<file path="src/rtl/pwd_pkg.sv">
package pwd_pkg;
   localparam int unsigned DEF_ADDR_W   = 32;
   localparam int unsigned DEF_WIN_BITS = 12;
   localparam int unsigned DEF_FC_W     = 4;

   // Decoded class of the current bus cycle
   typedef struct packed {
      logic cpu_space;   // strobed cycle with the processor-space code
      logic reg_hit;     // processor-space cycle at the register address
      logic reg_wr;      // register write
      logic reg_rd;      // register read
      logic data_space;  // strobed cycle in an ordinary space
   } pwd_access_t;
endpackage

</file>
<file path="src/rtl/pwd_access_classify.sv">
module pwd_access_classify
   import pwd_pkg::*;
#(
   parameter int unsigned       ADDR_W   = DEF_ADDR_W,
   parameter int unsigned       FC_W     = DEF_FC_W,
   parameter logic [FC_W-1:0]   CPU_FC   = 4'd7,
   parameter logic [ADDR_W-1:0] REG_ADDR = 32'h0003_FF00
) (
   input  logic              strobe,
   input  logic [FC_W-1:0]   fc,
   input  logic [ADDR_W-1:0] addr,
   input  logic              rw,
   output pwd_access_t       acc
);
   logic is_cpu;
   logic at_reg;

   always_comb begin
      is_cpu         = (fc == CPU_FC);
      at_reg         = (addr == REG_ADDR);
      acc.cpu_space  = strobe && is_cpu;
      acc.data_space = strobe && !is_cpu;
      acc.reg_hit    = acc.cpu_space && at_reg;
      acc.reg_wr     = acc.reg_hit && !rw;
      acc.reg_rd     = acc.reg_hit && rw;
   end
endmodule

</file>
<file path="src/rtl/pwd_base_reg.sv">
module pwd_base_reg #(
   parameter int unsigned ADDR_W    = 32,
   parameter int unsigned WIN_BITS  = 12,
   parameter int unsigned VALID_BIT = 0,
   localparam int unsigned BASE_W   = ADDR_W - WIN_BITS
) (
   input  logic              clk,
   input  logic              rst_n,
   input  logic              wr_en,
   input  logic [ADDR_W-1:0] wdata,
   output logic [BASE_W-1:0] base_q,
   output logic              valid_q,
   output logic [ADDR_W-1:0] rb_word
);
   always_ff @(posedge clk or negedge rst_n) begin
      if (!rst_n) begin
         base_q  <= '0;
         valid_q <= 1'b0;
      end else if (wr_en) begin
         base_q  <= wdata[ADDR_W-1:WIN_BITS];
         valid_q <= wdata[VALID_BIT];
      end
   end

   // Readback image: base on top, enable at its bit, zeros elsewhere
   for (genvar b = 0; b < WIN_BITS; b++) begin : g_low
      if (b == VALID_BIT) begin : g_en
         assign rb_word[b] = valid_q;
      end else begin : g_zero
         assign rb_word[b] = 1'b0;
      end
   end
   assign rb_word[ADDR_W-1:WIN_BITS] = base_q;
endmodule

</file>
<file path="src/rtl/pwd_window_match.sv">
module pwd_window_match #(
   parameter int unsigned ADDR_W   = 32,
   parameter int unsigned WIN_BITS = 12,
   localparam int unsigned BASE_W  = ADDR_W - WIN_BITS
) (
   input  logic                data_cycle,
   input  logic                enabled,
   input  logic [ADDR_W-1:0]   addr,
   input  logic [BASE_W-1:0]   base,
   output logic                sel,
   output logic [WIN_BITS-1:0] offset
);
   logic page_eq;

   always_comb begin
      page_eq = (addr[ADDR_W-1:WIN_BITS] == base);
      sel     = data_cycle && enabled && page_eq;
      offset  = addr[WIN_BITS-1:0];
   end
endmodule

</file>
<file path="src/rtl/periph_window_decode.sv">
module periph_window_decode
   import pwd_pkg::*;
#(
   parameter int unsigned       ADDR_W    = DEF_ADDR_W,
   parameter int unsigned       WIN_BITS  = DEF_WIN_BITS,
   parameter int unsigned       FC_W      = DEF_FC_W,
   parameter logic [FC_W-1:0]   CPU_FC    = 4'd7,
   parameter logic [ADDR_W-1:0] REG_ADDR  = 32'h0003_FF00,
   parameter int unsigned       VALID_BIT = 0,
   localparam int unsigned      BASE_W    = ADDR_W - WIN_BITS
) (
   input  logic                clk,
   input  logic                rst_n,
   input  logic [ADDR_W-1:0]   bus_addr,
   input  logic [FC_W-1:0]     bus_fc,
   input  logic                bus_rw,
   input  logic                bus_strobe,
   input  logic [ADDR_W-1:0]   bus_wdata,
   output logic                win_sel,
   output logic [WIN_BITS-1:0] win_offset,
   output logic [ADDR_W-1:0]   reg_rdata,
   output logic                reg_ack
);
   // Elaboration-time parameter checks
   if (WIN_BITS < 1 || WIN_BITS >= ADDR_W) begin : g_bad_win
      $error("WIN_BITS must lie between 1 and ADDR_W-1");
   end
   if (VALID_BIT >= WIN_BITS) begin : g_bad_valid
      $error("VALID_BIT must sit below the window boundary");
   end

   pwd_access_t       acc;
   logic [BASE_W-1:0] base_q;
   logic              valid_q;
   logic [ADDR_W-1:0] rb_word;

   pwd_access_classify #(
      .ADDR_W(ADDR_W), .FC_W(FC_W), .CPU_FC(CPU_FC), .REG_ADDR(REG_ADDR)
   ) u_class (
      .strobe (bus_strobe),
      .fc     (bus_fc),
      .addr   (bus_addr),
      .rw     (bus_rw),
      .acc    (acc)
   );

   pwd_base_reg #(
      .ADDR_W(ADDR_W), .WIN_BITS(WIN_BITS), .VALID_BIT(VALID_BIT)
   ) u_base (
      .clk     (clk),
      .rst_n   (rst_n),
      .wr_en   (acc.reg_wr),
      .wdata   (bus_wdata),
      .base_q  (base_q),
      .valid_q (valid_q),
      .rb_word (rb_word)
   );

   pwd_window_match #(
      .ADDR_W(ADDR_W), .WIN_BITS(WIN_BITS)
   ) u_match (
      .data_cycle (acc.data_space),
      .enabled    (valid_q),
      .addr       (bus_addr),
      .base       (base_q),
      .sel        (win_sel),
      .offset     (win_offset)
   );

   always_comb begin
      reg_ack   = acc.reg_hit;
      reg_rdata = acc.reg_rd ? rb_word : '0;
   end
endmodule

</file>
<file path="config.mk">
export PLATFORM = sky130hd
export DESIGN_NAME = periph_window_decode
export DESIGN_NICKNAME = d
export VERILOG_FILES = /design/src/rtl/pwd_pkg.sv /design/src/rtl/pwd_access_classify.sv /design/src/rtl/pwd_base_reg.sv /design/src/rtl/pwd_window_match.sv /design/src/rtl/periph_window_decode.sv
export SDC_FILE = /design/constraint.sdc
export NUM_CORES = 1
export LEC_CHECK = 0
export ABC_AREA = 1
export CORE_MARGIN = 1.5
export CORE_UTILIZATION = 39
export DETAILED_ROUTE_END_ITERATION = 8
export PLACE_DENSITY = 0.86
export SKIP_CTS_REPAIR_TIMING = 1
export SLEW_MARGIN = 20
export SYNTH_ARGS = -nofsm -noshare
export SYNTH_HDL_FRONTEND = slang
export SYNTH_SLANG_ARGS = --single-unit
</file>
<file path="constraint.sdc">
create_clock -name clk -period 2.1 [get_ports clk]
set_clock_uncertainty 0.1 [all_clocks]
set_input_delay 0.315 -clock clk [delete_from_list [all_inputs] [get_ports clk]]
set_output_delay 0.315 -clock clk [all_outputs]
set_load 0.03 [all_outputs]
</file>
==> results of run 1 <==
-- cell families after synthesis --
kind of cell,after synthesis
other,1
AND/OR/NAND/NOR,171
buffers and inverters,68
flip-flops,21
XOR/XNOR,6
AO/OA/AOI/OAI,13
-- path summary, 6_finish.rpt --
kind | start | end | slack (ns) | depth (start not counted)
setup / recovery | u_base.base_q[0] | win_sel | 0.04 | 8
hold / removal | rst_n | u_base.base_q[14] | 0.29 | 2
min in group clk | u_base.base_q[13] | u_base.base_q[13] | 0.38 | 2
hold reg to reg | u_base.base_q[13] | u_base.base_q[13] | 0.38 | 2
max in group asynchronous | rst_n | u_base.base_q[4] | 1.40 | 2
setup reg to reg | u_base.base_q[4] | u_base.base_q[4] | 1.33 | 2
-- routing by layer --
metal	vias up	wire [µm]
met5	-	0
met4	0	322
met3	30	430
met2	128	3230
met1	1009	2380
li1	1099	-
-- area by class of cell --
class                           instances  area share (%)
Inverter                               35            3.94
Clock buffer                            4            1.35
Tap cell                               52            1.95
Sequential cell                        21            15.8
Multi-Input combinational cell        201            32.6
Timing Repair Buffer                  148            44.4
-- where the power goes --
| group | leakage, nW | switching (mW) | internal, mW | total (mW) |
|---|---|---|---|---|
| logic | 1.49 | 0.150 | 0.171 | 0.322 |
| clock network | 0.0228 | 0.123 | 0.135 | 0.259 |
| registers | 0.294 | 0.000000000129 | 0.404 | 0.404 |
-- cells in the final DEF (no fill, tap or decap), types with 16 or more instances in the layout --
cell type / n
nor2_1: 27
nand4_1: 23
buf_4: 56
nor2_4: 18
inv_1: 31
buf_6: 16
nand2_1: 75
dfrtp_1: 21
dlymetal6s2s_1: 34
clkdlybuf4s50_1: 35
-- sequential cells by signal (all words and copies together) (netlist names) --
signal,flops
u_base.base_q,20
u_base.valid_q,1
-- worst max-delay path: stages, from the launching register on --
cell and delay, ns:
dfrtp_1 0.39, inv_1 0.14, o21ai_0 0.17, nor2_1 0.14
nand2_1 0.07, nor2_1 0.12, nand2_1 0.07, nor2_2 0.10
buf_4 0.18
-- metrics by stage --
step / power (mW) / util [%] / hold slack (ns) / setup TNS [ns]
floorplan: 0.540 / - / -0.0806 / 0
detailed placement: 0.731 / 67.0 / 0.363 / -4.34
CTS: 0.986 / 68.0 / 0.296 / -4.70
finish: 0.985 / 76.1 / 0.289 / 0
global placement: 0.728 / 67.0 / 0.355 / -3.53
global route: 1.03 / 76.1 / 0.315 / -0.0648
==> flow_metrics.env, run 1 <==
export IMPL_status="complete, no violations"
export IMPL_grt_usage_pct=22.1
export IMPL_insertion_delay_ns=0.26
export IMPL_hold_violations=0
export IMPL_num_vias=2266
export IMPL_grt_pass1_vias=2020
export IMPL_cts_root_buf="clkbuf_8"
export IMPL_cts_inserted_buffers=3
export IMPL_synth_top_area_share_pct=29.2
export IMPL_cp_max_fo=3
export IMPL_multi_input_area_um2=1090
export IMPL_crit_type="register to primary output"
export IMPL_synthArstFlopShare_pct=100
export IMPL_crit_arrival_ns=1.65
export IMPL_synth_area_leaders="dfrtp_1, nand2_1, buf_4"
export IMPL_drt_iter0_drc=93
export IMPL_initial_core_util_pct=41.1
export IMPL_synth_avg_cell_area_um2=6.43
export IMPL_io_buffers=95
export IMPL_drive_gt1_share_pct=30.8
export IMPL_htreeDepth=1
export IMPL_yosysMostFrequentCell="nand2_1"
export IMPL_ys_flop_type="dfrtp_1"
export IMPL_dp_slack_ns=-0.257
export IMPL_die_y_um=70.9
export IMPL_cts_max_path_buffers=2
export IMPL_finalSetupViolations=0
export IMPL_areaGrowthSynthToFinish_pct=85.3
export IMPL_n_antenna_cell=0
export IMPL_drtPass1Iterations=4
export IMPL_syn_area_um2=1800
export IMPL_gp_congestion=0.855
export IMPL_synth_edf_count=0
export IMPL_period_minus_slack_ns=2.06
export IMPL_grt_pass1_wl_um=8960
export IMPL_antenna_found_initial=0
export IMPL_antenna_left=0
export IMPL_num_io_pins=118
export IMPL_core_area_um2=4380
export IMPL_ys_top_cells_by_count="nand2_1, nor2_1, inv_1, buf_4, nand4_1"
export IMPL_ys_seq_area_share_pct=29.2
export IMPL_netlist_top_cell_by_area="dfrtp_1"
export IMPL_leakage_nw=1.81
export IMPL_viasPerCell=4.92
export IMPL_ys_ff_latch=21
export IMPL_drv_slew=0
export IMPL_cp_required_ns=1.68
export IMPL_synth_xor_area_share_pct=2.92
export IMPL_fin_cells=461
export IMPL_synth_mux_area_fraction_pct=0
export IMPL_seqCellArea_um2=526
export IMPL_powerDensity_nw_per_um2=295
export IMPL_die_area_um2=5030
export IMPL_synth_compound_area_share_pct=3.96
export IMPL_synth_adder_area_share_pct=0
export IMPL_synth_top_family_by_area="simple AND/OR/NAND/NOR gates"
export IMPL_dpl_hpwl_um=4560
export IMPL_start_kind="register"
export IMPL_met2_usage_pct=38.2
export IMPL_met3_usage_pct=2.99
export IMPL_drc_errors=0
export IMPL_synth_distinct_cells=22
export IMPL_avgRoutedWirePerCell_um=13.8
export IMPL_grt_max_degree=22
export IMPL_yosys_area_share_simple_pct=43.2
export IMPL_cts_sinks=21
export IMPL_setup_slack_ns=0.0351
export IMPL_post_route_period_util_pct=98.3
export IMPL_nets=482
export IMPL_max_freq_ghz=0.484
export IMPL_fp_dieW_um=70.9
export IMPL_holdCritPathClass="primary input to asynchronous set/reset pin"
export IMPL_ir_worst_vdd_mv=0.371
export IMPL_place_area_um2=2940
export IMPL_postLayoutCellArea_um2=3340
export IMPL_cp_end_kind="primary output"
export IMPL_nFillCells=317
export IMPL_grt_overflow=0
export IMPL_drt_wl_total_um=6360
export IMPL_ys_warn_count=0
export IMPL_tritoncts="yes"
export IMPL_path_clk_slew_ns=0.07
export IMPL_dp_cells=451
export IMPL_globalRouteMet1Util_pct=28.3
export IMPL_rows=24
export IMPL_grt_busiest_layer="met2"
export IMPL_netlist_instances=280
export IMPL_maxCapViolations=0
(Power assumes the default switching activity.)
==> run 2, diff against run 1 <==
Settings changed: CORE_UTILIZATION 39 to 41, PLACE_DENSITY 0.86 to 0.87, SYNTH_HIERARCHICAL set to 1.
==> flow_metrics.env, run 2 <==
export IMPL_cp_max_fo=6
export IMPL_layout_common_cells="nand2_1, inv_1, dlymetal6s2s_1"
export IMPL_crit_arrival_ns=1.62
export IMPL_maxCapViolations=0
export IMPL_netlist_instances=342
export IMPL_path_clk_slew_ns=0.08
export IMPL_grt_overflow=0
export IMPL_status="complete, no violations"
export IMPL_die_y_um=72.4
export IMPL_max_freq_ghz=0.490
export IMPL_ys_seq_area_share_pct=26.6
export IMPL_ys_top_cells_by_count="nand2_1, inv_1, buf_4, nor2_1, dfrtp_1"
export IMPL_fp_dieW_um=72.4
export IMPL_cp_cell_sequence="dlymetal6s2s_1 -> nor2_1 -> nand3_2 -> nor2_2 -> nand2_2 -> nor3_4 -> buf_4 -> nand2_1 -> inv_1 -> buf_4"
export IMPL_grt_pass1_vias=1807
export IMPL_regMostFlops="u_base/base_q"
export IMPL_synth_top_area_share_pct=29.1
export IMPL_post_route_period_util_pct=97.1
export IMPL_ys_warn_count=6
export IMPL_cp_required_ns=1.68
export IMPL_powerDensity_nw_per_um2=307
export IMPL_ys_flop_type="dfrtp_1"
export IMPL_final_common_cell="nand2_1"
export IMPL_finalSetupViolations=0
export IMPL_start_kind="primary input"
export IMPL_critPathBufInv=4
export IMPL_synth_avg_cell_area_um2=5.78
export IMPL_num_vias=2068
export IMPL_synth_area_leaders="nand2_1, dfrtp_1, buf_4"
export IMPL_netlist_top_cell_by_area="nand2_1"
export IMPL_n_antenna_cell=0
export IMPL_synthArstFlopShare_pct=100
export IMPL_avgRoutedWirePerCell_um=11.1
export IMPL_synth_distinct_cells=16
export IMPL_tritoncts="yes"
export IMPL_crit_type="primary input to primary output"
export IMPL_nFillCells=449
export IMPL_ys_ff_latch=21
export IMPL_core_area_um2=4690
export IMPL_holdCritPathClass="primary input to asynchronous set/reset pin"
export IMPL_areaGrowthSynthToFinish_pct=50.4
export IMPL_dp_cells=471
export IMPL_cp_end_kind="primary output"
export IMPL_antenna_left=0
export IMPL_dpl_hpwl_um=4040
export IMPL_ir_worst_vdd_mv=0.236
export IMPL_drc_errors=0
export IMPL_grt_pass1_wl_um=7580
export IMPL_reg_top3="u_base/base_q (20), u_base/valid_q (1)"
export IMPL_yosysMostFrequentCell="nand2_1"
export IMPL_largest_register_ffs=20
export IMPL_tns_ns=0
export IMPL_rows=25
export IMPL_rsz0062_at_grt="true"
export IMPL_drv_slew=0
export IMPL_hold_violations=0
export IMPL_die_area_um2=5250
export IMPL_drt_wl_total_um=5270
export IMPL_drt_iter0_drc=75
export IMPL_grt_usage_pct=18.2
export IMPL_cts_max_path_buffers=2
export IMPL_htreeDepth=1
export IMPL_syn_area_um2=1980
export IMPL_cts_root_buf="clkbuf_8"
export IMPL_drtPass1Iterations=4
export IMPL_utilization_pct=63.4
export IMPL_fin_cells=476
export IMPL_period_minus_slack_ns=2.04
export IMPL_num_io_pins=118
export IMPL_viasPerCell=4.34
export IMPL_antenna_found_initial=0
export IMPL_slowest_stage="nor3_4"
export IMPL_crit_top_cell="buf_4"
export IMPL_nets=495
export IMPL_insertion_delay_ns=0.26
export IMPL_io_buffers=95
export IMPL_cts_sinks=21
export IMPL_grt_max_degree=22
export IMPL_critPathTopFamily="simple AND/OR/NAND/NOR gates"
export IMPL_initial_core_util_pct=42.1
export IMPL_drive_gt1_share_pct=15.6
export IMPL_leakage_nw=2.09
export IMPL_max_stage_delay_ns=0.28
export IMPL_gp_congestion=0.873
export IMPL_cts_inserted_buffers=3
export IMPL_synth_edf_count=0
-- run 2: changes by cell type in the layout (fill, tap and decap cells not counted), moves of 3 or more --
cell | before | now
buf_4 | 56 | 33
buf_6 | 16 | 11
clkbuf_2 | 3 | 0
dlymetal6s2s_1 | 34 | 37
inv_1 | 31 | 63
nand2_1 | 75 | 149
nand3_1 | 5 | 2
nand4_1 | 23 | 0
nor2_1 | 27 | 31
nor2_2 | 15 | 4
nor2_4 | 18 | 0
o21ai_0 | 7 | 2
xor2_1 | 4 | 0
-- run 2: layer usage --
metal | vias to the layer above | global-route usage [%] | wire (µm)
met5 | - | 0 | 0
met4 | 0 | 3.14 | 17
met3 | 2 | 3.61 | 304
met2 | 75 | 36.2 | 2760
met1 | 915 | 20.0 | 2190
li1 | 1076 | - | -
-- run 2: final cells by class --
cell class	count	area, µm²	area share [%]
Clock buffer	4	45.0	1.51
Tap cell	54	67.6	2.27
Multi-Input combinational cell	212	876	29.4
Inverter	68	255	8.58
Timing Repair Buffer	117	1200	40.5
Sequential cell	21	526	17.7
-- run 2: worst register-to-register path: stages, from the launching register on --
cell and delay (ns):
dfrtp_1 0.44, nand2_1 0.09, nand2_1 0.05
-- run 2: power by group --
group / internal (mW) / total (mW) / switching (mW)
sequential: 0.404 / 0.404 / 0.000000000143
clock: 0.135 / 0.270 / 0.135
combinational: 0.139 / 0.238 / 0.0987
-- run 2: path summary, 6_finish.rpt --
kind	slack [ns]	endpoint	cells past startpoint	startpoint
worst max-delay path	0.06	reg_rdata[31]	10	bus_addr[18]
worst min-delay path	0.30	u_base/base_q[10]	2	rst_n
worst max register to register	1.32	u_base/base_q[4]	2	u_base/base_q[4]
worst min register to register	0.41	u_base/base_q[18]	2	u_base/base_q[18]
max in group asynchronous	1.37	u_base/base_q[0]	2	rst_n
min in group clk	0.41	u_base/base_q[18]	2	u_base/base_q[18]
-- run 2: kinds of logic after synthesis --
kind of cell	count (synthesis)	synth area share (%)
xor gates and xnor gates	1	0.443
and+or+nand+nor	195	38.1
AOI/OAI and AO/OA	5	1.46
other	1	0.190
buffers and inverters	119	33.2
DFF	21	26.6
-- run 2: stage by stage --
step	worst slack [ns]	hold slack, ns	power, mW	area (µm²)
finish	0.0605	0.302	0.912	2970
CTS	-0.208	0.311	0.925	2800
detailed placement	-0.207	0.388	0.656	2750
global placement	-0.164	0.384	0.653	2750
global route	-0.0267	0.322	0.956	2970
floorplan	0.124	-0.0806	0.507	2010
